--- src/rtl/cache_line_filler_pkg.sv ---
package cache_line_filler_pkg;

  // strobes from control to datapath
  typedef struct packed {
    logic latch;    // capture request and victim
    logic beatClr;  // restart beat counter
    logic beatInc;  // advance to next beat
  } fillCtl_t;

  typedef enum logic [2:0] {
    ST_IDLE,
    ST_WB_ADDR,
    ST_WB_DATA,
    ST_RD_ADDR,
    ST_RD_DATA,
    ST_FIN
  } fillState_t;

endpackage

--- src/rtl/cache_line_filler_datapath.sv ---
module cache_line_filler_datapath
  import cache_line_filler_pkg::*;
#(
  parameter int ADDR_W = 32,
  parameter int DW_W   = 64,
  parameter int BEATS  = 4,
  parameter int SET_W  = 7,
  localparam int BEAT_W   = $clog2(BEATS),
  localparam int DW_OFF   = $clog2(DW_W / 8),
  localparam int LINE_OFF = DW_OFF + BEAT_W
) (
  input  logic                    clk,
  input  logic                    rstN,
  input  fillCtl_t                ctl,
  input  logic [ADDR_W-1:DW_OFF]  reqAddr,
  input  logic [ADDR_W-1:LINE_OFF] victimAddr,
  input  logic [BEATS*DW_W-1:0]   victimLine,
  output logic                    firstBeat,
  output logic                    lastBeat,
  output logic [ADDR_W-1:0]       rdBusAddr,
  output logic [ADDR_W-1:0]       wbBusAddr,
  output logic [DW_W-1:0]         wbData,
  output logic [BEAT_W-1:0]       ramWrDw,
  output logic [SET_W-1:0]        ramWrSet
);

  logic [ADDR_W-1:DW_OFF]   addrQ;
  logic [ADDR_W-1:LINE_OFF] vAddrQ;
  logic [BEATS*DW_W-1:0]    vLineQ;
  logic [BEAT_W-1:0]        beatQ;

  always_ff @(posedge clk) begin
    if (!rstN) begin
      addrQ  <= '0;
      vAddrQ <= '0;
      vLineQ <= '0;
    end else if (ctl.latch) begin
      addrQ  <= reqAddr;
      vAddrQ <= victimAddr;
      vLineQ <= victimLine;
    end
  end

  always_ff @(posedge clk) begin
    if (!rstN)            beatQ <= '0;
    else if (ctl.beatClr) beatQ <= '0;
    else if (ctl.beatInc) beatQ <= beatQ + 1'b1;
  end

  assign firstBeat = (beatQ == '0);
  assign lastBeat  = (beatQ == BEAT_W'(BEATS - 1));

  // wrap ordering: counter offset from the critical double word, modulo line size
  assign ramWrDw   = addrQ[DW_OFF +: BEAT_W] + beatQ;
  assign ramWrSet  = addrQ[LINE_OFF +: SET_W];
  assign rdBusAddr = {addrQ, {DW_OFF{1'b0}}};
  assign wbBusAddr = {vAddrQ, {LINE_OFF{1'b0}}};
  assign wbData    = vLineQ[beatQ*DW_W +: DW_W];

  // consecutive beats step the double-word index by one (wrapping)
  assert_wrap_step_R3: assert property (@(posedge clk) disable iff (!rstN)
    (ctl.beatInc && $past(ctl.beatInc)) |-> (ramWrDw == BEAT_W'($past(ramWrDw) + 1'b1)));

endmodule

--- src/rtl/cache_line_filler_control.sv ---
module cache_line_filler_control
  import cache_line_filler_pkg::*;
(
  input  logic     clk,
  input  logic     rstN,
  input  logic     reqValid,
  input  logic     reqNoCache,
  input  logic     victimDirty,
  input  logic     busGrant,
  input  logic     busDataAck,
  input  logic     firstBeat,
  input  logic     lastBeat,
  output fillCtl_t ctl,
  output logic     reqReady,
  output logic     busReq,
  output logic     busWrite,
  output logic     busBurst,
  output logic     selWb,
  output logic     ramWrEn,
  output logic     fwdValid,
  output logic     lineValid
);

  fillState_t state, nextState;
  logic ncQ;

  always_ff @(posedge clk) begin
    if (!rstN) begin
      state <= ST_IDLE;
      ncQ   <= 1'b0;
    end else begin
      state <= nextState;
      if (ctl.latch) ncQ <= reqNoCache;
    end
  end

  always_comb begin
    nextState = state;
    ctl       = '0;
    reqReady  = 1'b0;
    busReq    = 1'b0;
    busWrite  = 1'b0;
    busBurst  = 1'b0;
    selWb     = 1'b0;
    ramWrEn   = 1'b0;
    fwdValid  = 1'b0;
    lineValid = 1'b0;
    unique case (state)
      ST_IDLE: begin
        reqReady = 1'b1;
        if (reqValid) begin
          ctl.latch   = 1'b1;
          ctl.beatClr = 1'b1;
          nextState   = (!reqNoCache && victimDirty) ? ST_WB_ADDR : ST_RD_ADDR;
        end
      end
      ST_WB_ADDR: begin
        busReq   = 1'b1;
        busWrite = 1'b1;
        busBurst = 1'b1;
        selWb    = 1'b1;
        if (busGrant) nextState = ST_WB_DATA;
      end
      ST_WB_DATA: begin
        busWrite = 1'b1;
        selWb    = 1'b1;
        if (busDataAck) begin
          if (lastBeat) begin
            ctl.beatClr = 1'b1;
            nextState   = ST_RD_ADDR;
          end else begin
            ctl.beatInc = 1'b1;
          end
        end
      end
      ST_RD_ADDR: begin
        busReq   = 1'b1;
        busBurst = !ncQ;
        if (busGrant) nextState = ST_RD_DATA;
      end
      ST_RD_DATA: begin
        if (busDataAck) begin
          ramWrEn  = !ncQ;
          fwdValid = firstBeat;
          if (ncQ || lastBeat) begin
            ctl.beatClr = 1'b1;
            nextState   = ST_FIN;
          end else begin
            ctl.beatInc = 1'b1;
          end
        end
      end
      ST_FIN: begin
        lineValid = !ncQ;
        nextState = ST_IDLE;
      end
      default: nextState = ST_IDLE;
    endcase
  end

  assert_req_hold_R2: assert property (@(posedge clk) disable iff (!rstN)
    (busReq && !busGrant) |=> busReq);

  assert_req_drop_R2: assert property (@(posedge clk) disable iff (!rstN)
    (busReq && busGrant) |=> !busReq);

  assert_fwd_pulse_R4: assert property (@(posedge clk) disable iff (!rstN)
    fwdValid |=> !fwdValid);

  assert_valid_after_write_R5: assert property (@(posedge clk) disable iff (!rstN)
    lineValid |-> ($past(ramWrEn) && $past(busDataAck)));

  assert_no_alloc_R8: assert property (@(posedge clk) disable iff (!rstN)
    (ncQ && !reqReady) |-> (!ramWrEn && !lineValid));

endmodule

--- src/rtl/cache_line_filler.sv ---
module cache_line_filler
  import cache_line_filler_pkg::*;
#(
  parameter int ADDR_W = 32,
  parameter int DW_W   = 64,
  parameter int BEATS  = 4,
  parameter int SET_W  = 7,
  localparam int BEAT_W   = $clog2(BEATS),
  localparam int DW_OFF   = $clog2(DW_W / 8),
  localparam int LINE_OFF = DW_OFF + BEAT_W
) (
  input  logic                  clk,
  input  logic                  rstN,
  input  logic                  reqValid,
  output logic                  reqReady,
  input  logic [ADDR_W-1:0]     reqAddr,
  input  logic                  reqNoCache,
  input  logic                  victimDirty,
  input  logic [ADDR_W-1:0]     victimAddr,
  input  logic [BEATS*DW_W-1:0] victimLine,
  output logic                  fwdValid,
  output logic [DW_W-1:0]       fwdData,
  output logic                  ramWrEn,
  output logic [SET_W-1:0]      ramWrSet,
  output logic [BEAT_W-1:0]     ramWrDw,
  output logic [DW_W-1:0]       ramWrData,
  output logic                  lineValid,
  output logic [SET_W-1:0]      lineSet,
  output logic                  busReq,
  input  logic                  busGrant,
  output logic                  busWrite,
  output logic                  busBurst,
  output logic [ADDR_W-1:0]     busAddr,
  output logic [DW_W-1:0]       busWrData,
  input  logic [DW_W-1:0]       busRdData,
  input  logic                  busDataAck
);

  fillCtl_t ctl;
  logic firstBeat, lastBeat, selWb;
  logic [ADDR_W-1:0] rdBusAddr, wbBusAddr;

  cache_line_filler_control ctrl_i (
    .clk        (clk),
    .rstN       (rstN),
    .reqValid   (reqValid),
    .reqNoCache (reqNoCache),
    .victimDirty(victimDirty),
    .busGrant   (busGrant),
    .busDataAck (busDataAck),
    .firstBeat  (firstBeat),
    .lastBeat   (lastBeat),
    .ctl        (ctl),
    .reqReady   (reqReady),
    .busReq     (busReq),
    .busWrite   (busWrite),
    .busBurst   (busBurst),
    .selWb      (selWb),
    .ramWrEn    (ramWrEn),
    .fwdValid   (fwdValid),
    .lineValid  (lineValid)
  );

  cache_line_filler_datapath #(
    .ADDR_W(ADDR_W), .DW_W(DW_W), .BEATS(BEATS), .SET_W(SET_W)
  ) dp_i (
    .clk       (clk),
    .rstN      (rstN),
    .ctl       (ctl),
    .reqAddr   (reqAddr[ADDR_W-1:DW_OFF]),
    .victimAddr(victimAddr[ADDR_W-1:LINE_OFF]),
    .victimLine(victimLine),
    .firstBeat (firstBeat),
    .lastBeat  (lastBeat),
    .rdBusAddr (rdBusAddr),
    .wbBusAddr (wbBusAddr),
    .wbData    (busWrData),
    .ramWrDw   (ramWrDw),
    .ramWrSet  (ramWrSet)
  );

  // read beats go to the RAM and the requester in the same cycle
  assign busAddr   = selWb ? wbBusAddr : rdBusAddr;
  assign ramWrData = busRdData;
  assign fwdData   = busRdData;
  assign lineSet   = ramWrSet;

endmodule

--- config.mk ---
export PLATFORM = sky130hd
export DESIGN_NAME = cache_line_filler
export DESIGN_NICKNAME = d
export VERILOG_FILES = /design/src/rtl/cache_line_filler_pkg.sv /design/src/rtl/cache_line_filler_datapath.sv /design/src/rtl/cache_line_filler_control.sv /design/src/rtl/cache_line_filler.sv
export SDC_FILE = /design/constraint.sdc
export NUM_CORES = 1
export LEC_CHECK = 0
export BUFFER_PORTS_ARGS = -buffer_cell sky130_fd_sc_hd__buf_2
export CAP_MARGIN = 40
export CORE_AREA = 2 2 246 248
export CTS_CLUSTER_DIAMETER = 120
export DETAILED_ROUTE_END_ITERATION = 8
export DIE_AREA = 0 0 248 250
export SYNTH_ARGS = -nofsm -noshare
export SYNTH_HDL_FRONTEND = slang
export SYNTH_SLANG_ARGS = --single-unit
export TNS_END_PERCENT = 10
--- constraint.sdc ---
create_clock -name clk -period 2.4 [get_ports clk]
set_input_delay 0.24 -clock clk [delete_from_list [all_inputs] [get_ports clk]]
set_output_delay 0.24 -clock clk [all_outputs]
set_load 0.03 [all_outputs]
==> impl_results.md <==
* Outcome: complete, no violations
* Fillcell total at 5834
* Worst stage delay on the critical path at 0.39 ns
* Die ar. at 0.0620 mm^2
* Crit. path cell count at 5
* Post-DP HPWL at around 32 mm
* Post-synthesis sequential area ratio at 42.5%
* Number of I/O port buffers at 434
* Post-Synthesis Cells at about 1700
* Setup Crit Path Kind: reg2out
* Setup Viol. Count Final at 0
* CP startpoint kind: flip-flop
* Footprint of the multi-input gates at approximately 0.0068 mm^2
* Die Wd at 248 um
* Library cells used by synthesis at 38
* Die height at 250 um
* Core Rows at 90
* Initial antenna violation count at 5
* Clk root buf: clkbuf_16
* Routed wire length at 47.5 mm
* Synthesis-to-layout area growth at 42.8%
* P_leak at 8.95 nW
* Worst setup path end: busAddr[12]
* Peak supply drop at 0.542 mV
* GRT Overall Usage at between 10% and 20%
* Flop2flop setup slack at 0.58 ns
* Cell Chain, Critical Path: xnor2_1 -> nor2_2 -> buf_12 -> mux2_1 -> buf_2
* CTS clk-pin slew, worst paths at 0.06 ns
* CTS Buf Count at 39
* FF+latch count, synth at about 320
* Clock skew at 0.0120 ns
* Share of the synthesized area in the top cell type at a little over two fifths
* R2R Path End: dp_i.addrQ[15]
* Drt drc at 0
* Required time of the critical path at roughly 2.2 ns
* Buf/Inv on CP at 2
* Post-synth EDFFs at 0
* Crit path capture type: output pin
* Share of cells above drive strength 1 at a little over a quarter
* Initial DRC count at 657
* Global-route wire length before repair at 72.6 mm
* Clock Latency Late Sink at 0.54 ns
* Max-cap violations at 0
* Reg-to-Reg Start: ctrl_i.state[1]
* Synth area leader: dfxtp_1
* Grt ovf at 0
* Synth Flop Type: dfxtp_1
* Core area at 0.0596 mm^2
* Ys async rst share at 0%
* DR vias at between 10000 and 15000
* Clk sinks at 318
* Highest Clock Rate at 439 MHz
* IO Pins at 638
* Util after Layout at 35.9%
* Mapped cell area at 0.0150 mm^2
* Slowest CP cell: dfxtp_4
* Reg2reg path depth at 6
* Setup repair after global routing missed its margin: no
* CP startpoint: ctrl_i.state[1]
* Avg WL per Cell at 15.6 um
* Final std cells w/o fill at 3046
* Fin Setup TNS at 0 ns
* Vias in the first global route at 13800
* Post-DRT Antenna Nets at 0
* Hold Crit Class: in2reg
* Pins Over Slew Limit at 0
* Dpl cells at between 2000 and 3000
* Vias per cell at 4.41
* Worst-path fanout max at 30
* Synth warn at 0
* Hold WS at 0.0799 ns
* Power per cell area at 878 mW/mm^2
* Synthesized area per cell at between 8 and 9 um^2
* Period utilization at 95.0%
* Post-layout min period at approximately 2.3 ns
* CTS max path bufs at 3
* CTS H-tree depth at 2
* Synth top cells by count: nand2_1, dfxtp_1, a21boi_1
* CP top delay family: buffers and inverters
* Register area at 0.00638 mm^2
* Initial Utilization at ~25%
* Hold violation total from the final report at 0
* Critical Path AT at 2.04 ns
* Pre-Repair DR Iteration Count at 7
* Gpl congestion at 0.862
* Largest net degree at the start of global routing at 109
* Synth area leaders: dfxtp_1, nand2_1, a21boi_1, mux4_2, buf_4
* Most numerous cell in the Yosys netlist: nand2_1
* CTS tree: done
* Final #Nets at around 2600
==> worst min path at each step <==
| stage | from | to | slack, ns | cells past startpoint |
|---|---|---|---|---|
| 6_report | victimAddr[14] | dp_i.vAddrQ[14] | 0.08 | 3 |
| 4_1_cts | victimAddr[14] | dp_i.vAddrQ[14] | 0.02 | 3 |
| 3_3_place_gp | dp_i.vLineQ[210] | dp_i.vLineQ[210] | 0.44 | 2 |
| 3_5_place_dp | dp_i.vLineQ[206] | dp_i.vLineQ[206] | 0.44 | 2 |
| 2_1_floorplan | reqAddr[24] | dp_i.addrQ[24] | 0.37 | 2 |
| 5_1_grt | victimAddr[14] | dp_i.vAddrQ[14] | 0.05 | 3 |
==> what timing repair did <==
action                                  CTS  global route
hold buffers                            311             0
pin swaps                                 0             0
gates cloned                              0             0
resized for setup                         2             1
setup buffers                             2             0
endpoints found under the setup margin   83             1
endpoints found under the hold margin   311             0
==> flip-flops by register name, summed over array words and instances, names as in the netlist <==
name	flops
dp_i.vLineQ	256
ctrl_i.state	3
dp_i.addrQ	29
ctrl_i.ncQ	1
dp_i.vAddrQ	27
dp_i.beatQ	2
==> cell usage in the layout (no fill, tap or decap), types with 27 or more instances in the layout <==
master | netlist | layout
nand2_1 | 630 | 629
buf_2 | 44 | 433
dfxtp_1 | 318 | 314
dlygate4sd3_1 | 0 | 311
a21boi_1 | 270 | 270
mux4_2 | 64 | 64
a21boi_0 | 43 | 43
clkbuf_16 | 0 | 41
buf_4 | 159 | 29
mux2_1 | 27 | 27
==> area by class of cell <==
type / instances / share of cell area, %
Tap cell: 782 / 4.57
Sequential cell: 318 / 29.8
Clock buffer: 55 / 5.41
Multi-Input combinational cell: 1080 / 31.7
Clock inverter: 10 / 0.743
Inverter: 3 / 0.0526
Timing Repair Buffer: 794 / 27.6
Antenna cell: 4 / 0.0468
==> stage by stage <==
step,power (mW),cell area [um^2],worst slack [ns]
2_1_floorplan,11.2,15000,0.704
3_3_place_gp,12.3,16900,0.496
3_5_place_dp,12.4,16900,0.484
4_1_cts,19.0,21400,0.0442
5_1_grt,19.8,21400,0.0533
6_report,18.8,21400,0.120
==> per-layer routing <==
layer  global-route usage [%]  wire length (um)  up-vias  part of all wire [%]
li1                         -                 -     6500                     -
met1                     17.4             19600     6360                    41
met2                     25.0             23200      435                    49
met3                     3.70              2900      130                   6.1
met4                     6.26              1780        0                   3.7
met5                        0                 0        -                     0
==> tightest hold or removal path, delay by kind of cell <==
kind,cells,cell delay [ns]
buffers and inverters,1,0.10
AOI/OAI and AO/OA,1,0.10
and+or+nand+nor,1,0.12
==> cells by family (layout without fill, tap and decap cells) <==
logic type / count (synthesis) / in the layout / share of synthesized area (%)
adders and majority gates: 3 / 3 / 0.251
and+or+nand+nor: 653 / 653 / 16.7
AOI/OAI and AO/OA: 324 / 324 / 16.2
buffers and inverters: 271 / 862 / 12.3
other: 1 / 7 / 0.0250
DFF: 318 / 318 / 42.5
xor gates and xnor gates: 4 / 4 / 0.234
muxes: 93 / 93 / 11.8
==> power breakdown <==
| part | switching (mW) | leakage [nW] | internal, mW |
|---|---|---|---|
| Sequential | 0.480 | 2.61 | 6.15 |
| Combinational | 3.61 | 5.70 | 2.51 |
| Clock | 2.28 | 0.643 | 3.77 |
| Total | 6.37 | 8.95 | 12.4 |
Note: power is estimated with default switching activity, not from simulation.
